--- src/rtl/sliced_alu_pkg.sv ---
package sliced_alu_pkg;

  // Result select encodings; the order is decoded by every slice.
  typedef enum logic [2:0] {
    OP_SUM = 3'b000,
    OP_AND = 3'b001,
    OP_OR  = 3'b010,
    OP_NOR = 3'b011,
    OP_XOR = 3'b100
  } alu_op_e;

  localparam int unsigned SEL_W = 3;

endpackage

--- src/rtl/alu_cla.sv ---
// Carry-lookahead adder of parameterised width: every internal carry is a
// two-level sum of products over generate/propagate terms and carry-in.
module alu_cla #(
  parameter int unsigned W = 4
) (
  input  logic [W-1:0] x_i,
  input  logic [W-1:0] y_i,
  input  logic         c_i,
  output logic [W-1:0] s_o,
  output logic         c_o
);

  logic [W-1:0] gen;
  logic [W-1:0] prop;
  logic [W:0]   cry;

  assign gen  = x_i & y_i;
  assign prop = x_i ^ y_i;

  always_comb begin
    cry[0] = c_i;
    for (int i = 0; i < W; i++) begin
      logic acc;
      logic pchain;
      acc    = gen[i];
      pchain = prop[i];
      for (int j = i - 1; j >= 0; j--) begin
        acc    = acc | (pchain & gen[j]);
        pchain = pchain & prop[j];
      end
      cry[i+1] = acc | (pchain & c_i);
    end
  end

  assign s_o = prop ^ cry[W-1:0];
  assign c_o = cry[W];

endmodule

--- src/rtl/alu_slice.sv ---
// One slice: operand conditioning, lookahead adder, bitwise functions, select.
module alu_slice
  import sliced_alu_pkg::*;
#(
  parameter int unsigned W = 4
) (
  input  logic [W-1:0]     a_i,
  input  logic [W-1:0]     b_i,
  input  logic [SEL_W-1:0] sel_i,
  input  logic             inv_a_i,
  input  logic             inv_b_i,
  input  logic             c_i,
  output logic [W-1:0]     y_o,
  output logic             c_o
);

  logic [W-1:0] xa;
  logic [W-1:0] yb;
  logic [W-1:0] sum;

  assign xa = inv_a_i ? ~a_i : a_i;
  assign yb = inv_b_i ? ~b_i : b_i;

  alu_cla #(.W(W)) u_cla (
    .x_i (xa),
    .y_i (yb),
    .c_i (c_i),
    .s_o (sum),
    .c_o (c_o)
  );

  always_comb begin
    case (sel_i)
      OP_SUM:  y_o = sum;
      OP_AND:  y_o = xa & yb;
      OP_OR:   y_o = xa | yb;
      OP_NOR:  y_o = ~(xa | yb);
      OP_XOR:  y_o = xa ^ yb;
      default: y_o = '0;
    endcase
  end

endmodule

--- src/rtl/sliced_alu.sv ---
// Top: identical slices chained through their carries, zero detect, carry gate.
module sliced_alu
  import sliced_alu_pkg::*;
#(
  parameter int unsigned DATA_W  = 16,
  parameter int unsigned SLICE_W = 4
) (
  input  logic [DATA_W-1:0] opa_i,
  input  logic [DATA_W-1:0] opb_i,
  input  logic [2:0]        sel_i,
  input  logic              inv_a_i,
  input  logic              inv_b_i,
  input  logic              cin_i,
  output logic [DATA_W-1:0] res_o,
  output logic              zero_o,
  output logic              cout_o
);

  localparam int unsigned NUM_SLICES = DATA_W / SLICE_W;

  logic [NUM_SLICES:0] chain;

  assign chain[0] = cin_i;

  for (genvar s = 0; s < NUM_SLICES; s++) begin : g_slice
    alu_slice #(.W(SLICE_W)) u_slice (
      .a_i     (opa_i[s*SLICE_W +: SLICE_W]),
      .b_i     (opb_i[s*SLICE_W +: SLICE_W]),
      .sel_i   (sel_i),
      .inv_a_i (inv_a_i),
      .inv_b_i (inv_b_i),
      .c_i     (chain[s]),
      .y_o     (res_o[s*SLICE_W +: SLICE_W]),
      .c_o     (chain[s+1])
    );
  end

  assign zero_o = ~|res_o;
  assign cout_o = (sel_i == OP_SUM) ? chain[NUM_SLICES] : 1'b0;

endmodule

--- config.mk ---
export PLATFORM = sky130hd
export DESIGN_NAME = sliced_alu
export DESIGN_NICKNAME = d
export VERILOG_FILES = /design/src/rtl/sliced_alu_pkg.sv /design/src/rtl/alu_cla.sv /design/src/rtl/alu_slice.sv /design/src/rtl/sliced_alu.sv
export SDC_FILE = /design/constraint.sdc
export NUM_CORES = 1
export LEC_CHECK = 0
export BUFFER_PORTS_ARGS = -buffer_cell sky130_fd_sc_hd__buf_2
export CORE_ASPECT_RATIO = 1.75
export CORE_MARGIN = 2
export CORE_UTILIZATION = 50
export DETAILED_ROUTE_END_ITERATION = 8
export PLACE_DENSITY_LB_ADDON = 0.12
export SYNTH_ARGS = -nofsm -noshare
export SYNTH_HDL_FRONTEND = slang
export SYNTH_SLANG_ARGS = --single-unit
export TNS_END_PERCENT = 5
--- constraint.sdc ---
create_clock -name vclk -period 11
set_clock_uncertainty 0.15 [all_clocks]
set_input_delay 0.55 -clock vclk [all_inputs]
set_output_delay 0.55 -clock vclk [all_outputs]
set_load 0.005 [all_outputs]
# Word level (Yosys, flattened, before mapping)
# Cells that the tools add are included.
# Widths: inputs -> output; s select.
[word_totals]
reg_bits = 0
input_bits = 38
output_inout_bits = 18
wordCells = 152
[op_classes]
eq_ne = 4
mux = 13
bitwise_logic = 132
reduce_logical = 3
[op_table]
columns = ["operator", "count"]
rows = [
  ["$pmux 4 s5", 4],
  ["$and 1x1->1", 64],
  ["$not 4->4", 12],
  ["$or 1x1->1", 40],
  ["$mux 4", 8],
  ["$xor 4x4->4", 8],
  ["$and 4x4->4", 4],
  ["$or 4x4->4", 4],
  ["$reduce_or 16->1", 1],
  ["$eq 3x2->1 const B", 2],
  ["$eq 3x1->1 const B", 1],
  ["$eq 3x3->1 const B", 1],
  ["$logic_not 3->1", 1],
  ["$logic_not 1->1", 1],
  ["$mux 1", 1],
]

# Depth between registers and ports, before layout
[logic_depth]
depth_word = 18
ltp_mapped = 19
mapped_depth_nobuf = 17

# Hierarchy
# From an unflattened synthesis, not the netlist that was laid out.
[unflattened]
hier_cells = 262
hier_area_um2 = 1849.3
[modules_own_cells]
columns = ["mod", "n_inst", "cells_per_inst", "area_each_um2", "seq_area_each_um2"]
rows = [
  ["alu_slice", 4, 47, 304.0, 0.0],
  ["alu_cla", 4, 17, 147.6, 0.0],
  ["sliced_alu", 1, 6, 42.5, 0.0],
]

# Worst setup path before layout
# Ideal clock, no wire load.
[synth_path]
path_kind = "input -> output"
startpoint = "input inv_b_i"
endpoint = "output zero_o"
arrival_time_ps = 4859
t_required_ps = 10300
setup_slack_ps = 5441
cell_stages = 17
path_buffers = 2
cell_sequence = "clkbuf_1 buf_1 xor2_1 ha_1 a21oi_1 nand2_1 o221ai_1 nor2b_1 inv_1 fa_1 nor2_1 a2111oi_0 a311o_1 or4_4 nor3_2 or4b_1 nor4_2"
[synth_between]
elab_cells_between_ends = 123
classes_between = "8 x mux; 113 x bitwise; 2 x reduce/logical"
[synth_rtl]
columns = ["element", "line_no", "rtl"]
rows = [
  ["from (decl)", "sliced_alu.sv:12", "input logic inv_b_i,"],
  ["$mux 4", "alu_slice.sv:22", "assign yb = inv_b_i ? ~b_i : b_i;"],
  ["$xor 4x4->4 / $and 4x4->4 (equally long branches)", "alu_cla.sv:18, alu_cla.sv:17", ""],
  ["$and 1x1->1, on equally long branches", "alu_cla.sv:28, alu_cla.sv:29", ""],
  ["$or 1x1->1 (tied with other cells) (2 in series)", "alu_cla.sv:28", "acc = acc | (pchain & gen[j]);"],
  ["$or 1x1->1 / $and 1x1->1 (equally long branches)", "alu_cla.sv:28, alu_cla.sv:31", ""],
  ["$or 1x1->1", "alu_cla.sv:31", "cry[i+1] = acc | (pchain & c_i);"],
  ["$and 1x1->1", "alu_cla.sv:31", ""],
  ["$or 1x1->1", "alu_cla.sv:31", ""],
  ["$xor 4x4->4", "alu_cla.sv:35", "assign s_o = prop ^ cry[W-1:0];"],
  ["$pmux 4 s5 *", "alu_slice.sv:33", "case (sel_i)"],
  ["named net res_o[8]", "sliced_alu.sv:14", "output logic [DATA_W-1:0] res_o,"],
  ["$reduce_or 16->1 *", "sliced_alu.sv:38", "assign zero_o = ~|res_o;"],
  ["$logic_not 1->1 *", "sliced_alu.sv:38", ""],
  ["to (decl)", "sliced_alu.sv:15", "output logic zero_o,"],
]
# The timed path passes the listed nets; every way through them passes the cells marked *.

# Worst setup path in the final report
[layout_path]
startpoint = "input inv_b_i"
endpoint = "output zero_o"
[layout_between]
elab_chain_len = 17
elab_cells_between_ends = 123
classes_between = "8 x mux; 113 x bitwise; 2 x reduce/logical"
[layout_rtl]
columns = ["element", "line_no"]
rows = [
  ["$mux 4", "alu_slice.sv:22"],
  ["$xor 4x4->4 / $and 4x4->4 (equally long branches)", "--"],
  ["$and 1x1->1, on equally long branches", "alu_cla.sv:28, alu_cla.sv:29"],
  ["$or 1x1->1 (tied with other cells) (2 in series)", "alu_cla.sv:28"],
  ["$or 1x1->1 / $and 1x1->1 (equally long branches)", "alu_cla.sv:28, alu_cla.sv:31"],
  ["$or 1x1->1", "alu_cla.sv:31"],
  ["$and 1x1->1", "alu_cla.sv:31"],
  ["$or 1x1->1", "alu_cla.sv:31"],
  ["$and 1x1->1", "alu_cla.sv:31"],
  ["$or 1x1->1", "alu_cla.sv:31"],
  ["$and 1x1->1", "alu_cla.sv:31"],
  ["$or 1x1->1", "alu_cla.sv:31"],
  ["$xor 4x4->4", "alu_cla.sv:35"],
  ["$pmux 4 s5", "alu_slice.sv:33"],
  ["$reduce_or 16->1 *", "sliced_alu.sv:38"],
  ["$logic_not 1->1 *", "sliced_alu.sv:38"],
]
# Every way passes the cells marked *; elsewhere a longest branch is shown, timed or not.

==> results.sh <==
export IMPL_ys_types=52
export IMPL_synthesis_nets=365
export IMPL_grt_pass1_wl_microns=9490
export IMPL_track_usage_pct=24.9
export IMPL_io_buffers=56
export IMPL_critPathLaunchType="primary input"
export IMPL_drt_vias_per_instance=5.83
export IMPL_switchingPower_uw=98.0
export IMPL_drc=0
export IMPL_die_y_microns=90
export IMPL_synthCells=291
export IMPL_dr_total_vias=2216
export IMPL_synthesis_area_sq_um=2110
export IMPL_cts_resized_gates=0
export IMPL_setup_tns_ns=0
export IMPL_slew_violations=0
export IMPL_setup_ws_ns=5.27
export IMPL_die_area_sq_um=4780
export IMPL_status="complete, no violations"
export IMPL_arrival_ns=5.03
export IMPL_ys_seq_area_share_pct=0
export IMPL_syn_area_per_cell_sq_um=7.26
export IMPL_ir_drop_mv=0.0394
export IMPL_worst_pin_slew_ns=0.787
export IMPL_regArea_sq_um=0
export IMPL_diodes=0
export IMPL_ctsHoldBuffers=0
export IMPL_crit_path_end_kind="output port"
export IMPL_io_pins=56
export IMPL_crit_fanout=16
export IMPL_p_comb_share_pct=100.0
export IMPL_grt_max_degree=44
export IMPL_clock_fmax_mhz=174
export IMPL_nClkBuffers=0
export IMPL_drt_pre_antenna_iters=4
export IMPL_antenna_found_initial=0
export IMPL_fp_row_count=31
export IMPL_place_congestion=0.975
export IMPL_die_x_microns=53.1
export IMPL_layout_area_overhead_vs_synth_pct=12.3
export IMPL_hold_viol=0
export IMPL_leakagePower_nw=1.18
export IMPL_drtIter0Drc=48
export IMPL_grt_overflow_total=0
export IMPL_initial_core_util_pct=51.4
export IMPL_slew_headroom_pct=46.2
export IMPL_maxCapViolCount=0
export IMPL_ant_nets=0
export IMPL_setup_violations=0
export IMPL_drive_gt1_share_pct=22.4
export IMPL_synth_top_area_share_pct=18.9
export IMPL_crit_required_ns=10.30
export IMPL_period_share_pct=52.1
export IMPL_finalCriticalPeriod_ns=5.73
export IMPL_postCtsSetupBuffers=0
export IMPL_ys_top_cells_by_area="ha_1 (19%), xor2_1 (12%), inv_1 (6.6%), mux2_2 (6.4%), a21oi_1 (5.4%)"
export IMPL_wirelength_microns=5730
export IMPL_dpl_cell_count=380
export IMPL_switching_share_pct=56.5
export IMPL_synth_top_area_cell="ha_1"
export IMPL_dpl_worst_slack_ns=5.26
export IMPL_p_int_uw=75.4
export IMPL_layout_nets=407
export IMPL_crit_type="in2out"
export IMPL_wl_per_cell_microns=15.1
export IMPL_power_total_uw=173
export IMPL_hpwl_microns=4460
export IMPL_fin_util_pct=57.7
export IMPL_coreArea_sq_um=4110
export IMPL_powerDensity_nw_per_um2=73.1
export IMPL_grt_pass1_vias=2039
export IMPL_ys_warn_count=0
export IMPL_pwr_share_seq_pct=0
export IMPL_holdCritPathClass="in2out"
export IMPL_rsz0062_at_grt="false"
export IMPL_stdcell_count=380
export IMPL_p_clk_share_pct=0
export IMPL_nFlopsAndLatches=0
[logic make-up after synthesis]
logic type | synth area share (%)
compound gates | 23.9
xor+xnor | 16.2
fa+ha+maj | 22.7
buf+inv | 10.4
mux | 7.34
simple gates | 19.5
[cell usage after synthesis (all sizes together), types with 4 or more instances]
cell / number
xor2: 28
ha: 32
o21ai: 9
clkbuf: 6
nand2b: 5
fa: 4
nor2b: 6
inv: 37
nor3: 5
a21oi: 23
nor2: 20
o22ai: 10
mux2: 12
buf: 10
xnor2: 11
nand3: 6
nor3b: 7
nand2: 9
nor4: 4
o21a: 4
[power by group through the flow]
| stage | clock network, mW | logic (mW) | registers (mW) |
|---|---|---|---|
| floorplan | 0 | 0.127 | 0 |
| global placement | 0 | 0.171 | 0 |
| detailed placement | 0 | 0.172 | 0 |
| CTS | 0 | 0.173 | 0 |
| global route | 0 | 0.195 | 0 |
| finish | 0 | 0.173 | 0 |
[layer usage]
layer  GRT usage [%]  vias up  wire length (microns)
met3           0.664        6                    250
li1                -     1112                      -
met2            45.5       76                   3070
met4            4.91        0                     80
met1            31.2     1022                   2320
met5               0        -                      0
[critical path, stage by stage]
cell	delay, ns
buf_2	0.41
xor2_1	0.34
ha_1	0.31
a21oi_1	0.25
o211ai_1	0.18
o221ai_1	0.27
nor2b_1	0.22
inv_1	0.08
fa_1	0.47
nor2_1	0.11
a2111oi_0	0.08
a311o_1	0.32
or4_4	0.52
nor3_2	0.17
or4b_1	0.47
nor4_2	0.13
buf_2	0.14
[area by class of cell]
class / instances / area [sq um]
multi-input cells: 238 / 1890
inverters: 37 / 139
repair buffers: 56 / 280
well taps: 49 / 61.3
fillers: 428 / 1740
[layout by cell type (no fill, tap or decap), types with 3 or more instances in the layout]
master     Yosys  final
buf_2          5     56
inv_1         37     37
ha_1          32     32
xor2_1        28     28
a21oi_1       23     23
nor2_1        20     20
mux2_2        12     12
xnor2_1       11     11
o22ai_1       10     10
nand2_1        9      9
o21ai_0        9      9
nor3b_1        7      7
nand3_1        6      6
nor2b_1        6      6
nand2b_1       5      5
o21a_1         4      4
nor3_1         4      4
fa_1           4      4
o221ai_1       3      3
a2111oi_0      3      3
a311o_1        3      3
nor4_1         3      3
o311ai_0       3      3
[worst paths after layout]
check | startpoint | to | slack (ns) | cells after the start
setup / recovery | inv_b_i | zero_o | 5.27 | 17
hold / removal | opa_i[15] | cout_o | 1.59 | 5
[per-stage QoR]
| stage | hold WS (ns) | cell area, sq um |
|---|---|---|
| floorplan | 1.18 | 2110 |
| global placement | 1.59 | 2370 |
| detailed placement | 1.59 | 2370 |
| CTS | 1.59 | 2370 |
| global route | 1.61 | 2370 |
| finish | 1.59 | 2370 |
No activity file was read; power rests on OpenSTA's default activity.
